--- config.mk ---
export PLATFORM = sky130hd
export DESIGN_NAME = lcd_pixel_deser
export DESIGN_NICKNAME = d
export VERILOG_FILES = /design/src/rtl/lcd_deser_pkg.sv /design/src/rtl/lcd_nib_capture.sv /design/src/rtl/lcd_xfer_count.sv /design/src/rtl/lcd_row_seq.sv /design/src/rtl/lcd_pixel_deser.sv
export SDC_FILE = /design/constraint.sdc
export NUM_CORES = 1
export LEC_CHECK = 0
export BUFFER_PORTS_ARGS = -buffer_cell sky130_fd_sc_hd__buf_2
export CAP_MARGIN = 20
export CORE_MARGIN = 2
export CORE_UTILIZATION = 50
export CTS_CLUSTER_DIAMETER = 100
export DETAILED_ROUTE_END_ITERATION = 10
export PLACE_DENSITY = 0.69
export SKIP_CTS_REPAIR_TIMING = 1
export SLEW_MARGIN = 10
export SYNTH_ARGS = -nofsm -noshare
export SYNTH_HDL_FRONTEND = slang
export SYNTH_SLANG_ARGS = --single-unit
--- constraint.sdc ---
create_clock -name clk -period 2.7 [get_ports clk]
set_input_delay 0.135 -clock clk [delete_from_list [all_inputs] [get_ports clk]]
set_output_delay 0.135 -clock clk [all_outputs]
set_load 0.02 [all_outputs]
--- src/rtl/lcd_deser_pkg.sv ---
package lcd_deser_pkg;

  // Width of a counter that must hold values 0..n-1 (never below 1 bit).
  function automatic int unsigned cnt_width(input int unsigned n);
    return (n > 1) ? $clog2(n) : 1;
  endfunction

  // Number of parallel transfers needed to carry one row of pixels.
  function automatic int unsigned xfers_per_row(input int unsigned row_px,
                                                input int unsigned nib_w);
    return row_px / (2 * nib_w);
  endfunction

endpackage

--- src/rtl/lcd_nib_capture.sv ---
module lcd_nib_capture
  import lcd_deser_pkg::*;
#(
  parameter int unsigned NIB_W = 4
) (
  input  logic             clk,
  input  logic             rst,
  input  logic             in_bit,
  input  logic             in_stb,
  output logic             grp_done,
  output logic [NIB_W-1:0] grp_upper,
  output logic [NIB_W-1:0] grp_lower
);
  localparam int unsigned GRP_BITS = 2 * NIB_W;
  localparam int unsigned BW       = cnt_width(GRP_BITS);

  logic [BW-1:0]    bit_idx;
  logic [NIB_W-1:0] up_sr;
  logic [NIB_W-1:0] lo_sr;
  logic             to_lower;
  logic             last_bit;

  // Even positions feed the upper register, odd positions the lower one.
  assign to_lower = bit_idx[0];
  assign last_bit = (bit_idx == BW'(GRP_BITS - 1));

  always_ff @(posedge clk) begin
    if (rst) begin
      bit_idx <= '0;
      up_sr   <= '0;
      lo_sr   <= '0;
    end else if (in_stb) begin
      if (to_lower) lo_sr <= {lo_sr[NIB_W-2:0], in_bit};
      else          up_sr <= {up_sr[NIB_W-2:0], in_bit};
      bit_idx <= last_bit ? '0 : bit_idx + BW'(1);
    end
  end

  // The closing bit always lands in the lower register; bypass it here.
  assign grp_done  = in_stb && last_bit;
  assign grp_upper = up_sr;
  assign grp_lower = {lo_sr[NIB_W-2:0], in_bit};

endmodule

--- src/rtl/lcd_xfer_count.sv ---
module lcd_xfer_count
  import lcd_deser_pkg::*;
#(
  parameter int unsigned XFERS = 80,
  localparam int unsigned XW   = cnt_width(XFERS)
) (
  input  logic          clk,
  input  logic          rst,
  input  logic          grp_done,
  output logic          row_end,
  output logic [XW-1:0] xfer_idx
);
  logic at_last;

  assign at_last = (xfer_idx == XW'(XFERS - 1));
  assign row_end = grp_done && at_last;

  always_ff @(posedge clk) begin
    if (rst)           xfer_idx <= '0;
    else if (grp_done) xfer_idx <= at_last ? '0 : xfer_idx + XW'(1);
  end

endmodule

--- src/rtl/lcd_row_seq.sv ---
module lcd_row_seq
  import lcd_deser_pkg::*;
#(
  parameter int unsigned ROWS = 480,
  localparam int unsigned RW  = cnt_width(ROWS)
) (
  input  logic          clk,
  input  logic          rst,
  input  logic          row_end,
  output logic          line_latch,
  output logic          frame_pulse,
  output logic [RW-1:0] row_idx
);
  logic latch_pend;

  // latch_pend lines up with the last shift clock of the row; the latch
  // and the row advance follow one cycle later.
  always_ff @(posedge clk) begin
    if (rst) begin
      latch_pend  <= 1'b0;
      line_latch  <= 1'b0;
      frame_pulse <= 1'b0;
      row_idx     <= '0;
    end else begin
      latch_pend  <= row_end;
      line_latch  <= latch_pend;
      frame_pulse <= latch_pend && (row_idx == '0);
      if (latch_pend)
        row_idx <= (row_idx == RW'(ROWS - 1)) ? '0 : row_idx + RW'(1);
    end
  end

endmodule

--- src/rtl/lcd_pixel_deser.sv ---
module lcd_pixel_deser
  import lcd_deser_pkg::*;
#(
  parameter int unsigned NIB_W      = 4,
  parameter int unsigned ROW_PIXELS = 640,
  parameter int unsigned FRAME_ROWS = 480
) (
  input  logic             clk,
  input  logic             rst,
  input  logic             in_bit,
  input  logic             in_stb,
  output logic [NIB_W-1:0] upper_nib,
  output logic [NIB_W-1:0] lower_nib,
  output logic             shift_clk,
  output logic             line_latch,
  output logic             frame_pulse
);
  localparam int unsigned XFERS = xfers_per_row(ROW_PIXELS, NIB_W);
  localparam int unsigned XW    = cnt_width(XFERS);
  localparam int unsigned RW    = cnt_width(FRAME_ROWS);

  // Internal events, named for the checker.
  logic             grp_done;
  logic [NIB_W-1:0] grp_upper;
  logic [NIB_W-1:0] grp_lower;
  logic             row_end;
  logic [XW-1:0]    xfer_idx;
  logic [RW-1:0]    row_idx;

  lcd_nib_capture #(.NIB_W(NIB_W)) u_cap (
    .clk       (clk),
    .rst       (rst),
    .in_bit    (in_bit),
    .in_stb    (in_stb),
    .grp_done  (grp_done),
    .grp_upper (grp_upper),
    .grp_lower (grp_lower)
  );

  lcd_xfer_count #(.XFERS(XFERS)) u_xfer (
    .clk      (clk),
    .rst      (rst),
    .grp_done (grp_done),
    .row_end  (row_end),
    .xfer_idx (xfer_idx)
  );

  lcd_row_seq #(.ROWS(FRAME_ROWS)) u_row (
    .clk         (clk),
    .rst         (rst),
    .row_end     (row_end),
    .line_latch  (line_latch),
    .frame_pulse (frame_pulse),
    .row_idx     (row_idx)
  );

  // Output stage: present a finished group with a one-cycle shift clock.
  always_ff @(posedge clk) begin
    if (rst) begin
      upper_nib <= '0;
      lower_nib <= '0;
      shift_clk <= 1'b0;
    end else begin
      shift_clk <= grp_done;
      if (grp_done) begin
        upper_nib <= grp_upper;
        lower_nib <= grp_lower;
      end
    end
  end

endmodule

Word level (Yosys, flattened, before mapping)
Index checks and enable logic that the tools add are counted.
{"block": "op_classes", "reduce_logical": 6, "eq_ne": 3, "bitwise_logic": 1, "mux": 3, "addsub": 3}
{"operator": "$add A9 B1 Y9 const B", "n": 1}
{"operator": "$eq A9 B9 Y1 const B", "n": 1}
{"operator": "$logic_not A9 Y1", "n": 1}
{"operator": "$mux W9", "n": 1}
{"operator": "$add A7 B1 Y7 const B", "n": 1}
{"operator": "$eq A7 B7 Y1 const B", "n": 1}
{"operator": "$mux W7", "n": 1}
{"operator": "$reduce_and A2 Y1", "n": 2}
{"operator": "$add A3 B1 Y3 const B", "n": 1}
{"operator": "$eq A3 B3 Y1 const B", "n": 1}
{"operator": "$logic_and A1 B1 Y1", "n": 3}
{"operator": "$mux W3", "n": 1}
{"operator": "$not A1 Y1", "n": 1}
{"block": "word_totals", "wordCells": 27, "output_inout_bits": 11, "in_bits": 4, "ff_bits": 38}

Depth between registers and ports, before layout
Gate-level depths: netlist of run 1.
{"block": "depth", "ltp_word": 3, "depth_mapped": 6, "ltp_nobuf": 5}

Modules after synthesis
From an unflattened synthesis of run 1, not the netlist that was laid out.
{"block": "hier_totals", "hier_cells": 162, "hier_area_um2": 1611.5}
{"mod": "lcd_row_seq", "area_per_inst_um2": 518.0, "n_inst": 1, "seq_area_each_um2": 240.2, "cells_per_inst": 56}
{"mod": "lcd_nib_capture", "area_per_inst_um2": 451.7, "n_inst": 1, "seq_area_each_um2": 200.2, "cells_per_inst": 41}
{"mod": "lcd_xfer_count", "area_per_inst_um2": 329.1, "n_inst": 1, "seq_area_each_um2": 140.1, "cells_per_inst": 37}
{"mod": "lcd_pixel_deser", "area_per_inst_um2": 312.8, "n_inst": 1, "seq_area_each_um2": 180.2, "cells_per_inst": 28}

Worst setup path before layout of run 1
No wires, ideal clock.
{"block": "synth_timing", "path_type": "register to register", "from": "register u_cap.bit_idx[0]", "to": "register u_xfer.xfer_idx[6]", "arrival_time_ns": 1.519, "path_stages_with_launch": 6, "setup_slack_ns": 1.106, "setup_ns": 0.074, "period_less_slack_ns": 1.594, "required_ns": 2.626, "path_buffers": 0, "path_cell_list": "dfxtp_1 > ha_1 > ha_1 > nand2_4 > or4_1 > a31oi_1"}
{"block": "synth_between", "elab_chain_cells": 2}
{"element": "start, declared", "line": "lcd_nib_capture.sv:17", "rtl": "logic [BW-1:0] bit_idx;"}
{"element": "start signal, assigned", "line": "lcd_nib_capture.sv:35", "rtl": "bit_idx <= last_bit ? '0 : bit_idx + BW'(1);"}
{"element": "$eq A3 B3 Y1", "line": "lcd_nib_capture.sv:25", "rtl": "assign last_bit = (bit_idx == BW'(GRP_BITS - 1));"}
{"element": "$logic_and A1 B1 Y1", "line": "lcd_nib_capture.sv:40", "rtl": "assign grp_done = in_stb && last_bit;"}
{"element": "end signal, assigned", "line": "lcd_xfer_count.sv:20", "rtl": "else if (grp_done) xfer_idx <= at_last ? '0 : xfer_idx + XW'(1);"}
{"element": "end, declared", "line": "lcd_xfer_count.sv:11", "rtl": "output logic [XW-1:0] xfer_idx"}
No other way between the ends.
A chain may end at the register's enable or synchronous reset.

Worst setup path in the final report of run 1
Same ends and word-level chain as after synthesis.

==> run_results.csv, run 1 <==
group,metric,value,unit
grt,grtUsageTotal,17.3,%
worst_setup_path,setup.worst_path.end_class,"flop",
worst_setup_path,critPathMaxFanout,19,
layout,layout_commonest_cell,"dfxtp_1",
floorplanning,start_util,52.0,%
synth,yosysWarningCount,0,
grt,grt_pass1_vias,1091,
place,gp_congestion,0.798,
floorplanning,die_w,59.9,um
grt,grt_first_pass_wirelength,4610,um
floorplanning,coreArea,3000,um2
synth,syn_area_per_cell,8.82,um2
detailed_routing,drt_wl_total,2810,um
place,place_area,1630,um2
status,status,"completed",
floorplanning,die_h,59.9,um
synth,ys_ff_latch,38,
grt,antenna_found_initial,0,
timing,rsz0062_at_grt,"no",
detailed_routing,vias,1234,
synth,synthCells,177,
power_and_ir_drop,p_leak,0.651,nW
worst_setup_path,reg2reg_from,"u_cap.bit_idx[0]$_SDFFE_PP0P_",
timing,setup_viol,0,
timing,final.setup.tns,0,ns
layout,fin_area,1670,um2
timing,maxSlewHeadroom,58.3,%
power_and_ir_drop,ir_worst_vdd,0.374,mV
worst_setup_path,cp.required,2.97,ns
clocking,clock_latency,0.34,ns
clocking,cts_buffers,5,
timing,fmax,559,MHz
synth,netlist_area,1560,um2
synth,synth_seq_area_share,48.7,%
worst_setup_path,rrSetupSlack,0.91,ns
clocking,cts_tree,"done",
floorplanning,num_rows,20,
timing,hold_viol,0,
power_and_ir_drop,power_density,518,nW/um2
detailed_routing,routedWlPerCell,12.7,um
synth,syn_nets,186,
detailed_routing,ant_nets,0,
worst_setup_path,worstSetupPathType,"flop to flop",
timing,fin_crit_sh,66.3,%
worst_setup_path,endpoint,"u_xfer.xfer_idx[6]$_SDFFE_PP0P_",
place,io_buffers,14,
timing,slew_violations,0,
detailed_routing,drt_iter0_drc,35,
timing,fin_crit,1.79,ns
timing,setup_ws,0.911,ns
worst_setup_path,rr_endpoint,"u_xfer.xfer_idx[6]$_SDFFE_PP0P_",
grt,grt_overflow,0,
layout,syn2layout_area_growth,7.13,%
layout,mostFrequentLayoutCells,"38 x dfxtp_1, 27 x nand2_1, 19 x a21oi_1",
floorplanning,die-area,3590,um2
layout,num-fill-cells,286,
timing,tightest_slew,0.619,ns
clocking,clk_pin_slew,0.11,ns
layout,fin_nets,198,
floorplanning,io_pins,15,
worst_setup_path,critPathLaunchType,"flop",
worst_setup_path,reg2reg_depth,5,
clocking,cts.sinks,38,
place,pre_cts_ws,0.903,ns
place,dp_hpwl,1950,um
worst_setup_path,cp.arrival,2.06,ns
timing,skew,0.0132,ns
worst_setup_path,crit_start,"u_cap.bit_idx[0]$_SDFFE_PP0P_",
layout,antenna_cells,0,
detailed_routing,via_per_inst,5.56,
layout,drive_gt1_share,11.6,%
min_path,hold_class,"primary input to flop",
job,drv_cap,0,
synth,yosysUniqueCellTypes,30,
clocking,ctsHtreeMaxLevel,2,
clocking,clockBufferDepth,2,
detailed_routing,route.detailed.drc,0,
clocking,cts_root_buf,"clkbuf_4",
grt,grt_max_degree,31,
detailed_routing,drt_pass1_iterations,4,
## stage by stage
| step | total power, W | hold slack [ns] | utilization, % | instances |
|---|---|---|---|---|
| 3_3_place_gp | 0.000614 | 0.416 | 54.2 | 215 |
| 4_1_cts | 0.000880 | 0.0521 | 55.7 | 222 |
| 2_1_floorplan | 0.000609 | 0.214 | - | 177 |
| 6_report | 0.000867 | 0.0702 | 55.7 | 222 |
| 5_1_grt | 0.000903 | 0.0975 | 55.7 | 222 |
| 3_5_place_dp | 0.000615 | 0.420 | 54.2 | 215 |
## worst min-delay path by stage
stage                start                          end  slack, ns  cells past startpoint
global placement    in_bit    lower_nib[0]$_SDFFE_PP0P_       0.42                      3
global route        in_bit    lower_nib[0]$_SDFFE_PP0P_        0.1                      3
detailed placement  in_bit    lower_nib[0]$_SDFFE_PP0P_       0.42                      3
CTS                 in_bit    lower_nib[0]$_SDFFE_PP0P_       0.05                      3
finish              in_bit    lower_nib[0]$_SDFFE_PP0P_       0.07                      3
floorplan              rst  u_row.line_latch$_SDFF_PP0_       0.21                      1
## cell usage after synthesis
cell | instances | share of area [%]
buf_2 | 3 | 0.96
nor2_1 | 17 | 4.1
or4_1 | 3 | 1.4
a41o_1 | 1 | 0.64
buf_6 | 1 | 0.72
ha_1 | 5 | 4.0
o21ai_0 | 8 | 2.6
and2_1 | 1 | 0.40
or2b_1 | 1 | 0.48
nand3_2 | 1 | 0.64
o31ai_1 | 1 | 0.48
inv_1 | 5 | 1.2
o41ai_2 | 1 | 1.0
mux2i_1 | 8 | 5.1
a21oi_1 | 19 | 6.1
nor4_1 | 2 | 0.80
a31oi_1 | 1 | 0.40
clkbuf_1 | 4 | 0.96
buf_1 | 1 | 0.24
xor2_1 | 4 | 2.2
nand2_4 | 1 | 0.72
xnor2_1 | 2 | 1.1
nor2b_1 | 3 | 1.2
nand2_1 | 27 | 6.5
dfxtp_1 | 38 | 49
nand4_1 | 4 | 1.6
or3_1 | 5 | 2.0
nand3_1 | 7 | 2.2
and3_1 | 2 | 0.80
nor4b_1 | 1 | 0.56
## power breakdown
group	total, W	internal [W]	switching [W]	leakage [nW]
registers	0.000570	0.000565	0.00000503	0.307
clock network	0.000265	0.0000983	0.000167	0.0254
logic	0.0000311	0.0000116	0.0000194	0.319
## registers in the layout, summed over array words and instances (netlist names)
register	cells
u_row.frame_pulse	1
u_cap.bit_idx	3
u_row.latch_pend	1
u_row.line_latch	1
u_cap.lo_sr	3
shift_clk	1
u_row.row_idx	9
u_cap.grp_upper	4
upper_nib	4
lower_nib	4
u_xfer.xfer_idx	7
## layer usage
metal  part of all wire [%]  GRT usage (%)
met5                      0              0
met4                    1.5           7.30
met3                    4.7           6.28
met2                     47           27.5
met1                     47           21.1
## cell type report
class | count | area (um2) | area share, %
multi-input combinational | 125 | 737 | 44.1
timing repair buffer | 14 | 70.1 | 4.19
sequential | 38 | 761 | 45.5
inverter | 5 | 18.8 | 1.12
clock buffer | 7 | 45.0 | 2.69
tap | 33 | 41.3 | 2.47
## worst max-delay path, cell delays in order (launching register included)
cell     delay, ns
dfxtp_1       0.46
ha_1          0.19
ha_1          0.24
nand2_4       0.15
or4_1         0.52
a31oi_1       0.17
## kinds of logic after synthesis
| kind of cell | share of synthesized area (%) |
|---|---|
| xor gates and xnor gates | 3.37 |
| AOI/OAI and AO/OA | 11.2 |
| and+or+nand+nor | 23.5 |
| muxes | 5.13 |
| adders and majority gates | 4.01 |
| DFF | 48.7 |
| buffers and inverters | 4.09 |
No activity file was read; power rests on OpenSTA's default activity.
==> run 2: changes to the inputs <==
Settings changed: PLACE_DENSITY 0.69 to 0.72.
Clock period 2.7 ns to 1.4 ns, I/O delays scaled along.
==> run 2 against run 1 <==
Against the previous run: final cell count grew 8.6%; first-iteration DRC count grew 23%; critical path depth is the same; critical path type unchanged; critical endpoint unchanged; largest power group unchanged; highest routed layer unchanged.
==> run_results.csv, run 2 (same netlist as run 1, synthesis figures left out) <==
group,metric,value,unit
worst_setup_path,setup.worst_path.end_class,"flop",
min_path,hold_class,"primary input to flop",
detailed_routing,route.detailed.drc,0,
timing,holdWs,0.0586,ns
status,status,"completed",
timing,fin_crit_sh,96.6,%
detailed_routing,ant_nets,0,
power_and_ir_drop,power_switching,0.000427,W
clocking,clock_latency,0.34,ns
clocking,clockBufferDepth,2,
place,pre_cts_ws,-0.0676,ns
layout,multi_input_area,818,um2
detailed_routing,via_per_inst,5.50,
power_and_ir_drop,seqPwrFrac,59.1,%
clocking,cts.sinks,38,
timing,rsz0062_at_grt,"yes",
place,placed_cells,228,
floorplanning,coreArea,3000,um2
timing,fmax,739,MHz
detailed_routing,drt_iter0_drc,43,
layout,largest_reg_flops,9,
power_and_ir_drop,power_density,958,nW/um2
power_and_ir_drop,combPwrFrac,4.5,%
layout,fin_area,1940,um2
grt,grt_overflow,0,
timing,setup_viol,0,
layout,layout_commonest_cell,"dfxtp_1",
clocking,cts_root_buf,"clkbuf_4",
clocking,cts_buffers,5,
power_and_ir_drop,switching_share,23.0,%
place,gp_congestion,0.844,
job,drv_cap,0,
clocking,ctsHtreeMaxLevel,2,
timing,maxSlewHeadroom,81.4,%
timing,skew,0.00518,ns
grt,antenna_found_initial,0,
power_and_ir_drop,ir_worst_vdd,0.767,mV
floorplanning,die_w,59.9,um
worst_setup_path,cp.required,1.67,ns
detailed_routing,routedWlPerCell,13.3,um
clocking,cts_tree,"done",
floorplanning,start_util,52.0,%
place,dp_hpwl,2250,um
timing,slew_violations,0,
grt,grt_max_degree,19,
timing,tightest_slew,0.279,ns
detailed_routing,vias,1326,
grt,grt_first_pass_wirelength,5060,um
timing,hold_viol,0,
detailed_routing,drt_pass1_iterations,4,
layout,fin_nets,216,
timing,fin_crit,1.35,ns
detailed_routing,drt_wl_total,3210,um
floorplanning,die-area,3590,um2
layout,reg_top3,"u_row.row_idx (9), u_xfer.xfer_idx (7)",
timing,final.setup.tns,0,ns
power_and_ir_drop,p_leak,0.747,nW
layout,num-fill-cells,254,
layout,finalNonFillerCells,241,
floorplanning,io_pins,15,
layout,top_register,"u_row.row_idx",
power_and_ir_drop,p_int,0.00143,W
floorplanning,num_rows,20,
grt,grtUsageTotal,19.0,%
floorplanning,die_h,59.9,um
clocking,clk_pin_slew,0.12,ns
layout,mostFrequentLayoutCells,"31 x dfxtp_1, 27 x nand2_1, 17 x a21oi_1, 17 x nor2_1, 17 x buf_4",
layout,regArea,774,um2
grt,grt_pass1_vias,1223,
worst_setup_path,worstSetupPathType,"flop to flop",
layout,syn2layout_area_growth,24.1,%
worst_setup_path,critPathLaunchType,"flop",
power_and_ir_drop,clkPwrFrac,36.4,%
layout,antenna_cells,0,
worst_setup_path,critPathMaxFanout,8,
timing,setup_ws,0.0471,ns
place,place_area,1750,um2
layout,drive_gt1_share,28.4,%
place,io_buffers,14,
worst_setup_path,cp.arrival,1.62,ns
## run 2: worst max-delay path, stage by stage (launching register included)
cell,delay [ns]
dfxtp_4,0.38
ha_4,0.13
ha_4,0.15
nand2_4,0.07
or4_1,0.39
a31oi_1,0.17
## run 2: area by class of cell
type	instances	area share, %
multi-input combinational	125	42.2
tap	33	2.13
inverter	5	0.968
clock buffer	6	3.23
timing repair buffer	32	10.7
sequential	38	40.0
clock inverter	2	0.775
## run 2: final timing paths
kind                                                     from                               to  slack [ns]  cells past startpoint
worst max-delay path            u_cap.bit_idx[0]$_SDFFE_PP0P_  u_xfer.xfer_idx[6]$_SDFFE_PP0P_        0.05                      5
worst min-delay path                                      rst    u_row.row_idx[8]$_SDFFE_PP0P_        0.06                      2
worst max register to register  u_cap.bit_idx[0]$_SDFFE_PP0P_  u_xfer.xfer_idx[6]$_SDFFE_PP0P_        0.05                      5
worst min register to register      lower_nib[3]$_SDFFE_PP0P_        lower_nib[3]$_SDFFE_PP0P_        0.46                      2
## run 2: power by group through the flow
stage / clock network [W] / registers [W] / logic, W
CTS: 0.000688 / 0.00110 / 0.0000790
detailed placement: 0 / 0.00112 / 0.0000786
floorplan: 0 / 0.00113 / 0.0000538
finish: 0.000675 / 0.00110 / 0.0000832
global route: 0.000735 / 0.00110 / 0.0000924
global placement: 0 / 0.00112 / 0.0000747
## run 2: through the flow
stage               total power [W]  util, %
floorplan                   0.00118        -
global placement            0.00120     58.4
detailed placement          0.00120     58.4
CTS                         0.00187     61.0
global route                0.00193     64.5
finish                      0.00186     64.5
## run 2: routing by layer
metal | share of wire (%) | vias up | global-route usage (%)
li1 | - | 669 | -
met1 | 42 | 637 | 20.7
met2 | 53 | 14 | 34.0
met3 | 2.6 | 6 | 7.14
met4 | 1.7 | 0 | 5.71
met5 | 0 | - | 0
==> run 3: changes to the inputs <==
Settings changed: SETUP_SLACK_MARGIN from default to 0.15.
==> run 3 against run 2 <==
Against the previous run: sequential power barely moved; critical path depth unchanged; wire length decreased by 13%; combinational power shrank 4.9%; highest routed layer unchanged; first-iteration DRC count is 53% higher; final cell count down 3.3%.
==> run_results.csv, run 3 (same netlist as run 1, synthesis figures left out) <==
group,metric,value,unit
timing,rsz0062_at_grt,"yes",
grt,grt_overflow,0,
floorplanning,die-area,3590,um2
detailed_routing,drt_iter0_drc,66,
grt,grt_max_degree,20,
power_and_ir_drop,power_switching,0.000379,W
clocking,clock_latency,0.33,ns
power_and_ir_drop,finalPower,0.00168,W
clocking,cts_buffers,5,
worst_setup_path,rrSetupSlack,0.04,ns
layout,layout_commonest_cell,"dfxtp_1",
timing,holdWs,0.0690,ns
detailed_routing,vias,1255,
place,place_area,1750,um2
detailed_routing,via_per_inst,5.39,
worst_setup_path,cp.required,1.66,ns
power_and_ir_drop,p_int,0.00130,W
layout,drive_gt1_share,26.0,%
place,pre_cts_ws,0.0129,ns
power_and_ir_drop,seqPwrFrac,65.1,%
power_and_ir_drop,power_density,898,nW/um2
clocking,clk_pin_slew,0.10,ns
clocking,cts_tree,"done",
clocking,ctsHtreeMaxLevel,2,
power_and_ir_drop,clkPwrFrac,30.2,%
timing,fmax,735,MHz
clocking,clockBufferDepth,2,
detailed_routing,routedWlPerCell,11.9,um
timing,setup_viol,0,
timing,hold_viol,0,
layout,largest_reg_flops,9,
place,placed_cells,222,
worst_setup_path,cp.buffers_inverters,0,
timing,tightest_slew,0.297,ns
worst_setup_path,crit_path_top_delay_cell,"dfxtp_4",
layout,mostFrequentLayoutCells,"29 x dfxtp_1, 27 x nand2_1, 18 x a21oi_1",
worst_setup_path,critPathLaunchType,"flop",
worst_setup_path,path_delay_family,"compound AO/OA/AOI/OAI gates",
timing,setup_ws,0.0399,ns
detailed_routing,route.detailed.drc,0,
layout,top_register,"u_row.row_idx",
grt,grt_pass1_vias,1081,
clocking,cts.sinks,38,
grt,grtUsageTotal,17.8,%
layout,fin_area,1870,um2
power_and_ir_drop,switching_share,22.6,%
detailed_routing,ant_nets,0,
layout,fin_nets,209,
layout,num-fill-cells,249,
timing,maxSlewHeadroom,79.9,%
detailed_routing,drt_pass1_iterations,4,
detailed_routing,drt_wl_total,2780,um
power_and_ir_drop,combPwrFrac,4.7,%
layout,reg_top3,"u_row.row_idx (9), u_xfer.xfer_idx (7)",
layout,syn2layout_area_growth,19.8,%
worst_setup_path,critPathMaxFanout,4,
status,status,"completed",
power_and_ir_drop,ir_worst_vdd,0.490,mV
clocking,cts_root_buf,"clkbuf_4",
floorplanning,coreArea,3000,um2
min_path,hold_class,"primary input to flop",
job,drv_cap,0,
layout,antenna_cells,0,
floorplanning,start_util,52.0,%
worst_setup_path,cp.arrival,1.62,ns
floorplanning,die_w,59.9,um
place,io_buffers,14,
worst_setup_path,setup.worst_path.end_class,"flop",
floorplanning,io_pins,15,
timing,skew,0.00330,ns
timing,fin_crit_sh,97.2,%
worst_setup_path,crit_path_max_incr_delay,0.37,ns
worst_setup_path,worstSetupPathType,"flop to flop",
place,gp_congestion,0.799,
floorplanning,die_h,59.9,um
timing,fin_crit,1.36,ns
layout,finalNonFillerCells,233,
place,dp_hpwl,2000,um
power_and_ir_drop,p_leak,0.708,nW
worst_setup_path,path_cells,"ha_4, ha_4, and2_2, a41o_1, a21oi_1",
timing,slew_violations,0,
floorplanning,num_rows,20,
worst_setup_path,critPathMostFrequentCell,"ha_4",
grt,grt_first_pass_wirelength,4710,um
grt,antenna_found_initial,0,
run 3: power by group through the flow:
| stage | Combinational [W] | Sequential, W | Clock [W] |
|---|---|---|---|
| after CTS | 0.0000743 | 0.00110 | 0.000532 |
| after detailed placement | 0.0000740 | 0.00112 | 0 |
| after global placement | 0.0000714 | 0.00112 | 0 |
| after floorplan | 0.0000554 | 0.00113 | 0 |
| final | 0.0000791 | 0.00109 | 0.000506 |
| after global routing | 0.0000883 | 0.00110 | 0.000587 |
run 3: layer usage:
layer  vias up  GRT usage (%)  part of all wire (%)
li1        652              -                     -
met1       576           23.8                    48
met2        23           25.2                    46
met3         4           7.79                   4.6
met4         0           6.67                   1.1
met5         -              0                     0
run 3: worst paths after layout:
path	from	endpoint	depth (start not counted)
worst max-delay path	u_cap.bit_idx[0]$_SDFFE_PP0P_	u_xfer.xfer_idx[4]$_SDFFE_PP0P_	5
worst min-delay path	rst	u_xfer.xfer_idx[5]$_SDFFE_PP0P_	2
worst min register to register	lower_nib[0]$_SDFFE_PP0P_	lower_nib[0]$_SDFFE_PP0P_	2
worst max register to register	u_cap.bit_idx[0]$_SDFFE_PP0P_	u_xfer.xfer_idx[4]$_SDFFE_PP0P_	5
run 3: layout make-up:
class | instances | area, um2 | share of cell area [%]
Multi-Input combinational cell | 125 | 826 | 44.1
Sequential cell | 38 | 782 | 41.8
Timing Repair Buffer | 25 | 155 | 8.29
Tap cell | 33 | 41.3 | 2.21
Clock buffer | 5 | 37.5 | 2.01
Inverter | 5 | 18.8 | 1.00
Clock inverter | 2 | 10.0 | 0.535
run 3: stage by stage:
step | TNS [ns] | utilization (%)
6_report | 0 | 62.3
4_1_cts | 0 | 59.9
3_5_place_dp | 0 | 58.3
3_3_place_gp | 0 | 58.3
5_1_grt | -0.00145 | 62.3
2_1_floorplan | 0 | -
